==> src/rtl/bma_pkg.sv <==
package bma_pkg;
   typedef enum logic [2:0] {
      ST_IDLE    = 3'd0,
      ST_REQUEST = 3'd1,
      ST_WAIT    = 3'd2,
      ST_OWN     = 3'd3,
      ST_RELEASE = 3'd4
   } bma_state_e;

   localparam int unsigned BMA_NUM_SHARED = 4;
endpackage

==> src/rtl/bma_sync.sv <==
module bma_sync #(
   parameter int unsigned WIDTH  = 4,
   parameter int unsigned STAGES = 2
) (
   input  logic             clk,
   input  logic             rst_n,
   input  logic [WIDTH-1:0] async_i,
   output logic [WIDTH-1:0] sync_o
);
   initial assert (STAGES >= 2) else $error("bma_sync: STAGES must be at least 2");

   logic [WIDTH-1:0] stage_q [STAGES];

   for (genvar i = 0; i < STAGES; i++) begin : g_stage
      if (i == 0) begin : g_first
         always_ff @(posedge clk) begin
            if (!rst_n) stage_q[i] <= '0;
            else        stage_q[i] <= async_i;
         end
      end else begin : g_next
         always_ff @(posedge clk) begin
            if (!rst_n) stage_q[i] <= '0;
            else        stage_q[i] <= stage_q[i-1];
         end
      end
   end

   assign sync_o = stage_q[STAGES-1];
endmodule

==> src/rtl/bma_qualify.sv <==
module bma_qualify #(
   parameter bit CHECK_TERM = 1'b1
) (
   input  logic grant_s,
   input  logic strobe_s,
   input  logic term_s,
   input  logic other_s,
   output logic take_ok
);
   logic term_clear;

   if (CHECK_TERM) begin : g_term_on
      assign term_clear = ~term_s;
   end else begin : g_term_off
      logic unused_term;
      assign unused_term = term_s;
      assign term_clear  = 1'b1 | unused_term;
   end

   assign take_ok = grant_s & ~strobe_s & term_clear & ~other_s;
endmodule

==> src/rtl/bma_fsm.sv <==
module bma_fsm
   import bma_pkg::*;
(
   input  logic clk,
   input  logic rst_n,
   input  logic need_bus,
   input  logic done,
   input  logic grant_s,
   input  logic take_ok,
   output logic req,
   output logic ack
);
   bma_state_e state_q, state_d;

   always_comb begin
      state_d = state_q;
      unique case (state_q)
         ST_IDLE:    if (need_bus) state_d = ST_REQUEST;
         ST_REQUEST: begin
            if (!need_bus)    state_d = ST_IDLE;
            else if (grant_s) state_d = ST_WAIT;
         end
         ST_WAIT: begin
            if (!need_bus)     state_d = ST_IDLE;
            else if (!grant_s) state_d = ST_REQUEST;
            else if (take_ok)  state_d = ST_OWN;
         end
         ST_OWN:     if (done) state_d = ST_RELEASE;
         ST_RELEASE: state_d = ST_IDLE;
         default:    state_d = ST_IDLE;
      endcase
   end

   always_ff @(posedge clk) begin
      if (!rst_n) state_q <= ST_IDLE;
      else        state_q <= state_d;
   end

   assign req = (state_q == ST_REQUEST) || (state_q == ST_WAIT);
   assign ack = (state_q == ST_OWN);
endmodule

==> src/rtl/busmaster_acquire.sv <==
module busmaster_acquire
   import bma_pkg::*;
#(
   parameter int unsigned SYNC_STAGES = 2,
   parameter bit          CHECK_TERM  = 1'b1
) (
   input  logic clk,
   input  logic rst_n,
   input  logic need_bus_i,
   input  logic done_i,
   input  logic grant_i,
   input  logic strobe_i,
   input  logic term_i,
   input  logic other_ack_i,
   output logic req_o,
   output logic ack_o,
   output logic own_bus_o
);
   localparam int unsigned NSH = BMA_NUM_SHARED;

   initial assert (SYNC_STAGES >= 2) else $error("busmaster_acquire: SYNC_STAGES below 2");

   logic [NSH-1:0] shared_raw, shared_sync;
   logic grant_s, strobe_s, term_s, other_s, take_ok;

   assign shared_raw = {grant_i, strobe_i, term_i, other_ack_i};

   bma_sync #(.WIDTH(NSH), .STAGES(SYNC_STAGES)) u_sync (
      .clk     (clk),
      .rst_n   (rst_n),
      .async_i (shared_raw),
      .sync_o  (shared_sync)
   );

   assign {grant_s, strobe_s, term_s, other_s} = shared_sync;

   bma_qualify #(.CHECK_TERM(CHECK_TERM)) u_qual (
      .grant_s  (grant_s),
      .strobe_s (strobe_s),
      .term_s   (term_s),
      .other_s  (other_s),
      .take_ok  (take_ok)
   );

   bma_fsm u_fsm (
      .clk      (clk),
      .rst_n    (rst_n),
      .need_bus (need_bus_i),
      .done     (done_i),
      .grant_s  (grant_s),
      .take_ok  (take_ok),
      .req      (req_o),
      .ack      (ack_o)
   );

   assign own_bus_o = ack_o;
endmodule

==> config.mk <==
export PLATFORM = sky130hd
export DESIGN_NAME = busmaster_acquire
export DESIGN_NICKNAME = d
export VERILOG_FILES = /design/src/rtl/bma_pkg.sv /design/src/rtl/bma_sync.sv /design/src/rtl/bma_qualify.sv /design/src/rtl/bma_fsm.sv /design/src/rtl/busmaster_acquire.sv
export SDC_FILE = /design/constraint.sdc
export NUM_CORES = 1
export LEC_CHECK = 0
export BUFFER_PORTS_ARGS = -buffer_cell sky130_fd_sc_hd__buf_2
export CORE_AREA = 3 3 40 42
export DETAILED_ROUTE_END_ITERATION = 16
export DIE_AREA = 0 0 43 45
export SLEW_MARGIN = 20
export SYNTH_ARGS = -nofsm -noshare
export SYNTH_HDL_FRONTEND = slang
export SYNTH_SLANG_ARGS = --single-unit
==> constraint.sdc <==
create_clock -name clk -period 0.9 [get_ports clk]
set_input_delay 0.09 -clock clk [delete_from_list [all_inputs] [get_ports clk]]
set_output_delay 0.09 -clock clk [all_outputs]
set_load 0.01 [all_outputs]
==> reports/results.tsv, run 1 <==
metric	value	unit
status	finished with violations	
failing checks	setup timing	
delay-heaviest family, CP	flip-flops	
design area	536	sq um
cell chain of the critical path	buf_6, xnor2_1, nor2_1, buf_2	
DR pass1 iterations	2	
CP required	0.81	ns
via count	320	
total congestion overflow	0	
CP Launch Type	register	
Syn Nets	48	
final worst slack	-0.191	ns
Sum Neg Setup Slack	-0.610	ns
die extent in x	43	microns
Max transition margin	82.6	%
Initial Util	30.9	%
Rows	13	
complex-gate fraction of the synthesized area	8.52	%
HPWL after detailed placement	485	microns
clk root buf	clkbuf_4	
hold crit path type	in -> reg	
final setup vio count	4	
Slew @ Worst Pin	0.258	ns
port bufs	10	
Worst R2R Path Depth	5	
fillers	129	
num ports	11	
Ys Warns	0	
Area Overhead vs Synth	35.0	%
All-Layer GR Usage	8.53	%
Worst Path Buf+Inv	2	
initial antenna violation count	0	
FF-to-FF setup slack	-0.13	ns
initial drt markers	3	
H-tree Lvls	1	
total CTS buffers	3	
Final ANT Viol Nets	0	
first-pass GRT wire length	1.12	mm
Crit Path Category	reg -> out	
register clock-pin slew on the reported worst setup and hold paths	0.07	ns
die height	45	microns
Routed WL	655	microns
Leak	0.228	nW
Peak VDD IR	0.951	mV
Clock Sinks	11	
Hold Crit Depth	2	
Synth Area in Simple Gates	29.0	%
RSZ-0062 raised after global routing	true	
CP max stage cell	dfxtp_2	
largest net degree at the start of global routing	10	
Final GP Congestion	0.638	
Via density	4.51	
Core Region	0.00128	sq mm
die area	0.00194	sq mm
adder-cell share of the synthesized area	0	%
reg-to-reg startpoint	u_fsm.state_q[1]$_SDFFE_PN0P_	
synth unique cells	17	
WP data arrival	1.00	ns
drt drc	0	
Worst Skew	0.00324	ns
worst skew pair latency	0.26	ns
Reg2Reg Capture Point	u_fsm.state_q[0]$_SDFFE_PN0P_	
Layout Cells excl Fill	71	
max-slew violations	0	
minimum clock period	1.09	ns
sequential share of the synthesized area	55.5	%
largest family of logic cells by synthesized area	simple AND/OR/NAND/NOR gates	
Hold Startpoint	term_i	
Crit Path Max Fanout	3	
Worst Setup End Kind	output pin	
share of layout cells above drive strength 1	42.9	%
most frequent cells in the layout	10 x buf_2, 9 x dfxtp_1, 8 x and2_1	
max incr delay on CP	0.33	ns
mux share of post-synthesis cell area	0	%
CTS Buffer Depth	2	
number of diodes	0	
Final Hold Fails	0	
power density over the cells	1690	mW/mm^2
Max Cap Viol	0	
fmax	917	MHz
number of synthesized register bits	11	
syn avg cell area	9.92	sq um
Final Core Density	41.7	%
Hold Crit Endpoint	u_sync.stage_q[0][1]$_SDFF_PN0_	
critical path depth	4	
vias in the first global route	293	
Area after DPL	475	sq um
Gate Count Post-Synth	40	
final period utilization	121	%
wire per inst	9.23	microns
Layout Nets	65	
CTS tree	yes	
placed cell count	66	
XOR/XNOR share of the synthesized area	2.21	%
Mapped Area	397	sq um
overall power	0.908	mW
leading cell type in the layout, fill and taps excluded	buf_2	
[cells by family after synthesis]
family          Yosys count
buf+inv                   3
flops                    11
simple gates             20
xor+xnor                  1
compound gates            5
[timing repair]
action,in CTS,in global routing
buffers inserted,1,0
pin swaps,3,4
resized for setup,3,5
setup endpoints to repair,5,5
hold buffers,0,0
endpoints found under the hold margin,0,0
[worst register-to-register path, cell delays in order, from the launching register on]
cell,delay (ns)
dfxtp_2,0.33
buf_4,0.13
buf_6,0.11
nor2b_2,0.14
o21ai_1,0.13
a21oi_1,0.08
[synth_stat cells]
cell | count | area [sq um]
dfxtp_1 | 11 | 220
and2_1 | 8 | 50.1
nor2_1 | 3 | 11.3
buf_4 | 2 | 15.0
nand2_1 | 2 | 7.51
nand2b_1 | 2 | 12.5
nand3_1 | 2 | 10.0
a21oi_1 | 1 | 5.00
a311oi_1 | 1 | 8.76
a31oi_1 | 1 | 6.26
inv_1 | 1 | 3.75
nor2b_1 | 1 | 6.26
nor3_1 | 1 | 5.00
nor3b_2 | 1 | 12.5
o21ai_1 | 1 | 5.00
o311ai_1 | 1 | 8.76
xnor2_1 | 1 | 8.76
[worst max-delay path by stage]
stage | startpoint | slack, ns | endpoint
2_1_floorplan | u_fsm.state_q[1]$_SDFFE_PN0P_ | 0.01 | u_fsm.state_q[0]$_SDFFE_PN0P_
3_3_place_gp | u_fsm.state_q[1]$_SDFFE_PN0P_ | -0.02 | u_fsm.state_q[0]$_SDFFE_PN0P_
3_5_place_dp | u_fsm.state_q[1]$_SDFFE_PN0P_ | -0.01 | u_fsm.state_q[0]$_SDFFE_PN0P_
4_1_cts | u_fsm.state_q[1]$_SDFFE_PN0P_ | -0.23 | req_o
5_1_grt | u_fsm.state_q[1]$_SDFFE_PN0P_ | -0.26 | req_o
6_report | u_fsm.state_q[1]$_SDFFE_PN0P_ | -0.19 | req_o
[flip-flops by register name (all words and copies together) (netlist names)]
signal,count
u_sync.stage_q,8
u_fsm.state_q,3
[where the power goes]
part	leakage [nW]	total [mW]	switching, mW	internal, mW
clock	0.0150	0.318	0.147	0.171
combinational	0.121	0.0717	0.0315	0.0402
sequential	0.0917	0.518	0.0113	0.507
total	0.228	0.908	0.190	0.718
[layout make-up]
type,instances,area [sq um],area share [%]
inverter,1,3.75,0.701
sequential,11,225,42.1
multi-input combinational,26,174,32.5
timing repair buffer,14,87.6,16.4
clock buffer,4,26.3,4.91
tap,15,18.8,3.50
[stage by stage]
step / setup slack [ns] / hold slack (ns)
finish: -0.191 / 0.0328
global route: -0.259 / 0.0247
CTS: -0.228 / 0.0246
detailed placement: -0.0130 / 0.300
global placement: -0.0173 / 0.295
floorplan: 0.0137 / 0.212
[routing by layer]
metal | global-route usage (%) | routed length (microns) | vias to the layer above
met5 | 0 | 0 | -
met4 | 9.04 | 10 | 0
met3 | 3.98 | 51 | 2
met2 | 14.1 | 336 | 10
met1 | 7.32 | 256 | 145
li1 | - | - | 163
(Power assumes the default switching activity.)
==> run 2: changes to the inputs <==
- RECOVER_POWER: default -> 50
==> reports/results.tsv, run 2 (synthesis gave the netlist of run 1 again) <==
metric	value	unit
status	finished with violations	
failing checks	setup timing	
CP Launch Type	register	
Hold Startpoint	term_i	
vias in the first global route	293	
Reg2Reg Capture Point	u_fsm.state_q[0]$_SDFFE_PN0P_	
Rows	13	
power density over the cells	1700	mW/mm^2
initial drt markers	3	
Worst Setup SP	u_fsm.state_q[1]$_SDFFE_PN0P_	
critical path depth	4	
Final Hold Fails	0	
die height	45	microns
via count	320	
placed cell count	66	
die extent in x	43	microns
Crit Path Max Fanout	3	
reg-to-reg startpoint	u_fsm.state_q[1]$_SDFFE_PN0P_	
max incr delay on CP	0.33	ns
FF-to-FF setup slack	-0.13	ns
total congestion overflow	0	
Layout Cells excl Fill	71	
Worst Skew	0.00316	ns
share of layout cells above drive strength 1	41.1	%
RSZ-0062 raised after global routing	true	
HPWL after detailed placement	485	microns
Crit Path Category	reg -> out	
total CTS buffers	3	
CP required	0.81	ns
Clock Sinks	11	
Worst Path Buf+Inv	2	
port bufs	10	
Hold Crit Depth	2	
Area Overhead vs Synth	34.7	%
Final ANT Viol Nets	0	
Top Registers	u_sync.stage_q: 8 flops, u_fsm.state_q: 3 flops	
Worst Setup End Kind	output pin	
H-tree Lvls	1	
Slew @ Worst Pin	0.258	ns
DR pass1 iterations	2	
Core Region	0.00128	sq mm
Max transition margin	82.6	%
CTS Buffer Depth	2	
Sum Neg Setup Slack	-0.611	ns
drt drc	0	
cell chain of the critical path	buf_6, xnor2_1, nor2_1, buf_2	
largest net degree at the start of global routing	10	
worst skew pair latency	0.26	ns
Max Cap Viol	0	
final worst slack	-0.191	ns
minimum clock period	1.09	ns
Leak	0.224	nW
final period utilization	121	%
wire per inst	9.24	microns
Via density	4.51	
Top reg by flops	u_sync.stage_q	
delay-heaviest family, CP	flip-flops	
hold crit path type	in -> reg	
max reg flops	8	
Peak VDD IR	0.951	mV
Layout Nets	65	
register clock-pin slew on the reported worst setup and hold paths	0.07	ns
All-Layer GR Usage	8.53	%
Initial Util	30.9	%
clk root buf	clkbuf_4	
max-slew violations	0	
CP max stage cell	dfxtp_2	
first-pass GRT wire length	1.12	mm
die area	0.00194	sq mm
num ports	11	
WP data arrival	1.00	ns
initial antenna violation count	0	
most frequent cells in the layout	9 x buf_2, 9 x dfxtp_1, 6 x and2_1	
CTS tree	yes	
number of diodes	0	
Worst R2R Path Depth	5	
overall power	0.907	mW
final setup vio count	4	
Final GP Congestion	0.638	
Routed WL	656	microns
fmax	917	MHz
worst setup path endpoint	req_o	
## run 2: cell count changes in the layout (fill, tap and decap cells not counted), sizes merged
cell and change:
buf -1, clkbuf +1
## run 2: how the worst min path moves through the flow
stage	to
final	u_sync.stage_q[0][1]$_SDFF_PN0_
after global routing	u_sync.stage_q[0][1]$_SDFF_PN0_
after CTS	u_sync.stage_q[0][1]$_SDFF_PN0_
after detailed placement	u_sync.stage_q[0][1]$_SDFF_PN0_
after global placement	u_sync.stage_q[0][3]$_SDFF_PN0_
after floorplan	u_sync.stage_q[0][0]$_SDFF_PN0_
## run 2: what timing repair did
action / in CTS / in global routing
pin swaps: 3 / 4
setup endpoints to repair: 5 / 5
resized for setup: 3 / 5
hold buffers: 0 / 0
setup buffers: 1 / 0
## run 2: stage by stage
step | hold slack [ns] | util, % | cell area [sq um] | setup slack, ns
after CTS | 0.0246 | 40.1 | 515 | -0.228
after global routing | 0.0247 | 41.6 | 534 | -0.259
after global placement | 0.295 | 37.0 | 475 | -0.0173
final | 0.0328 | 41.6 | 534 | -0.191
after detailed placement | 0.300 | 37.0 | 475 | -0.0130
after floorplan | 0.212 | - | 399 | 0.0137
## run 2: layout make-up
class	count	area [sq um]
clock buffer	4	26.3
fill	130	751
inverter	1	3.75
multi-input combinational	26	174
sequential	11	225
tap	15	18.8
timing repair buffer	14	86.3
## run 2: per-layer routing
layer	up-vias	track usage (%)	wire (microns)
met5	-	0	0
met4	0	9.04	10
met3	2	3.98	51
met2	10	14.1	336
met1	145	7.32	257
li1	163	-	-
## run 2: power breakdown
group / leakage, nW / total, mW / internal, mW / switching (mW)
sequential: 0.0917 / 0.518 / 0.507 / 0.0113
combinational: 0.117 / 0.0707 / 0.0391 / 0.0316
clock: 0.0150 / 0.318 / 0.171 / 0.147
==> run 3: changes to the inputs <==
- PLACE_DENSITY: default -> 0.64
- SETUP_SLACK_MARGIN: default -> 0.1
==> reports/results.tsv, run 3 (synthesis gave the netlist of run 1 again) <==
metric	value	unit
status	finished with violations	
failing checks	setup timing	
GRT met3 Usage	3.98	%
power density over the cells	1760	mW/mm^2
Area Overhead vs Synth	30.6	%
fmax	980	MHz
Worst Setup SP	u_fsm.state_q[0]$_SDFFE_PN0P_	
die area	0.00194	sq mm
Final Hold Fails	0	
Routed WL	700	microns
Area after DPL	454	sq um
Hold Startpoint	strobe_i	
Leak	0.213	nW
met1 usage	7.06	%
design area	518	sq um
Peak VDD IR	0.689	mV
worst skew pair latency	0.26	ns
GRT busiest layer	met2	
initial antenna violation count	0	
Crit Path Max Fanout	3	
hold crit path type	in -> reg	
most frequent cells in the layout	9 x buf_2, 9 x dfxtp_1, 6 x and2_1	
Setup Slack @ Placement	0.00294	ns
Via density	4.59	
Clock Sinks	11	
CTS Hold Buffers Added	0	
die height	45	microns
CTS tree	yes	
GRT met2 Usage	14.7	%
Top reg by flops	u_sync.stage_q	
Crit Path Category	reg -> out	
largest net degree at the start of global routing	10	
first-pass GRT wire length	1.08	mm
Worst Skew	0.000534	ns
Worst Setup End Kind	output pin	
Slew @ Worst Pin	0.272	ns
Max transition margin	81.8	%
Rows	13	
total congestion overflow	0	
Final GP Congestion	0.709	
Final Core Density	40.3	%
share of layout cells above drive strength 1	38.9	%
total CTS buffers	3	
All-Layer GR Usage	8.35	%
reg-to-reg startpoint	u_fsm.state_q[1]$_SDFFE_PN0P_	
final period utilization	113	%
H-tree Lvls	1	
Core Region	0.00128	sq mm
final worst slack	-0.120	ns
CP required	0.81	ns
via count	317	
drt drc	0	
port bufs	10	
max reg flops	8	
vias in the first global route	276	
DR pass1 iterations	1	
initial drt markers	0	
die extent in x	43	microns
CP Launch Type	register	
Top Registers	u_sync.stage_q: 8 flops, u_fsm.state_q: 3 flops	
Layout Nets	63	
num ports	11	
wire per inst	10.1	microns
HPWL after detailed placement	489	microns
Max Cap Viol	0	
max-slew violations	0	
final setup vio count	4	
WP data arrival	0.93	ns
CTS Buffer Depth	2	
overall power	0.911	mW
RSZ-0062 raised after global routing	true	
clk root buf	clkbuf_4	
register clock-pin slew on the reported worst setup and hold paths	0.06	ns
Final ANT Viol Nets	0	
Initial Util	30.9	%
number of diodes	0	
minimum clock period	1.02	ns
==> run 3: where the power goes <==
part	total [mW]	switching, mW	internal (mW)
Sequential	0.514	0.00953	0.504
Combinational	0.0777	0.0359	0.0418
Clock	0.320	0.148	0.171
==> run 3: per-layer routing <==
layer	share of wire [%]	wire, microns
met2	52	363
met5	0	0
met3	7.9	55
met4	0.57	4
met1	40	277
==> run 3: worst paths after layout <==
check	cells past startpoint	to	slack, ns
hold reg to reg	1	u_sync.stage_q[1][2]$_SDFF_PN0_	0.43
setup / recovery	3	req_o	-0.12
setup reg to reg	4	u_fsm.state_q[0]$_SDFFE_PN0P_	-0.07
hold / removal	2	u_sync.stage_q[0][2]$_SDFF_PN0_	0.03
==> run 3: area by class of cell <==
| type | count | area [sq um] |
|---|---|---|
| Multi-Input combinational cell | 26 | 171 |
| Inverter | 1 | 6.26 |
| Clock buffer | 4 | 26.3 |
| Fill cell | 132 | 767 |
| Timing Repair Buffer | 12 | 67.6 |
| Sequential cell | 11 | 228 |
| Tap cell | 15 | 18.8 |
==> run 3: timing repair <==
action	CTS	global route
buffers inserted	2	0
resized for setup	4	4
hold endpoints to repair	0	0
endpoints found under the setup margin	5	5
pin swaps	4	1
==> run 3: stage by stage <==
step | instances | hold WS [ns] | setup TNS, ns
after global placement | 63 | 0.294 | 0
after floorplan | 40 | 0.212 | 0
after detailed placement | 63 | 0.301 | 0
final | 69 | 0.0326 | -0.346
after CTS | 69 | 0.0216 | -0.383
after global routing | 69 | 0.0195 | -0.634
==> run 3: worst max-delay path, stage by stage (launching register included) <==
cell and delay, ns:
dfxtp_4 0.35, xnor2_1 0.14, nor2_1 0.05, buf_2 0.13
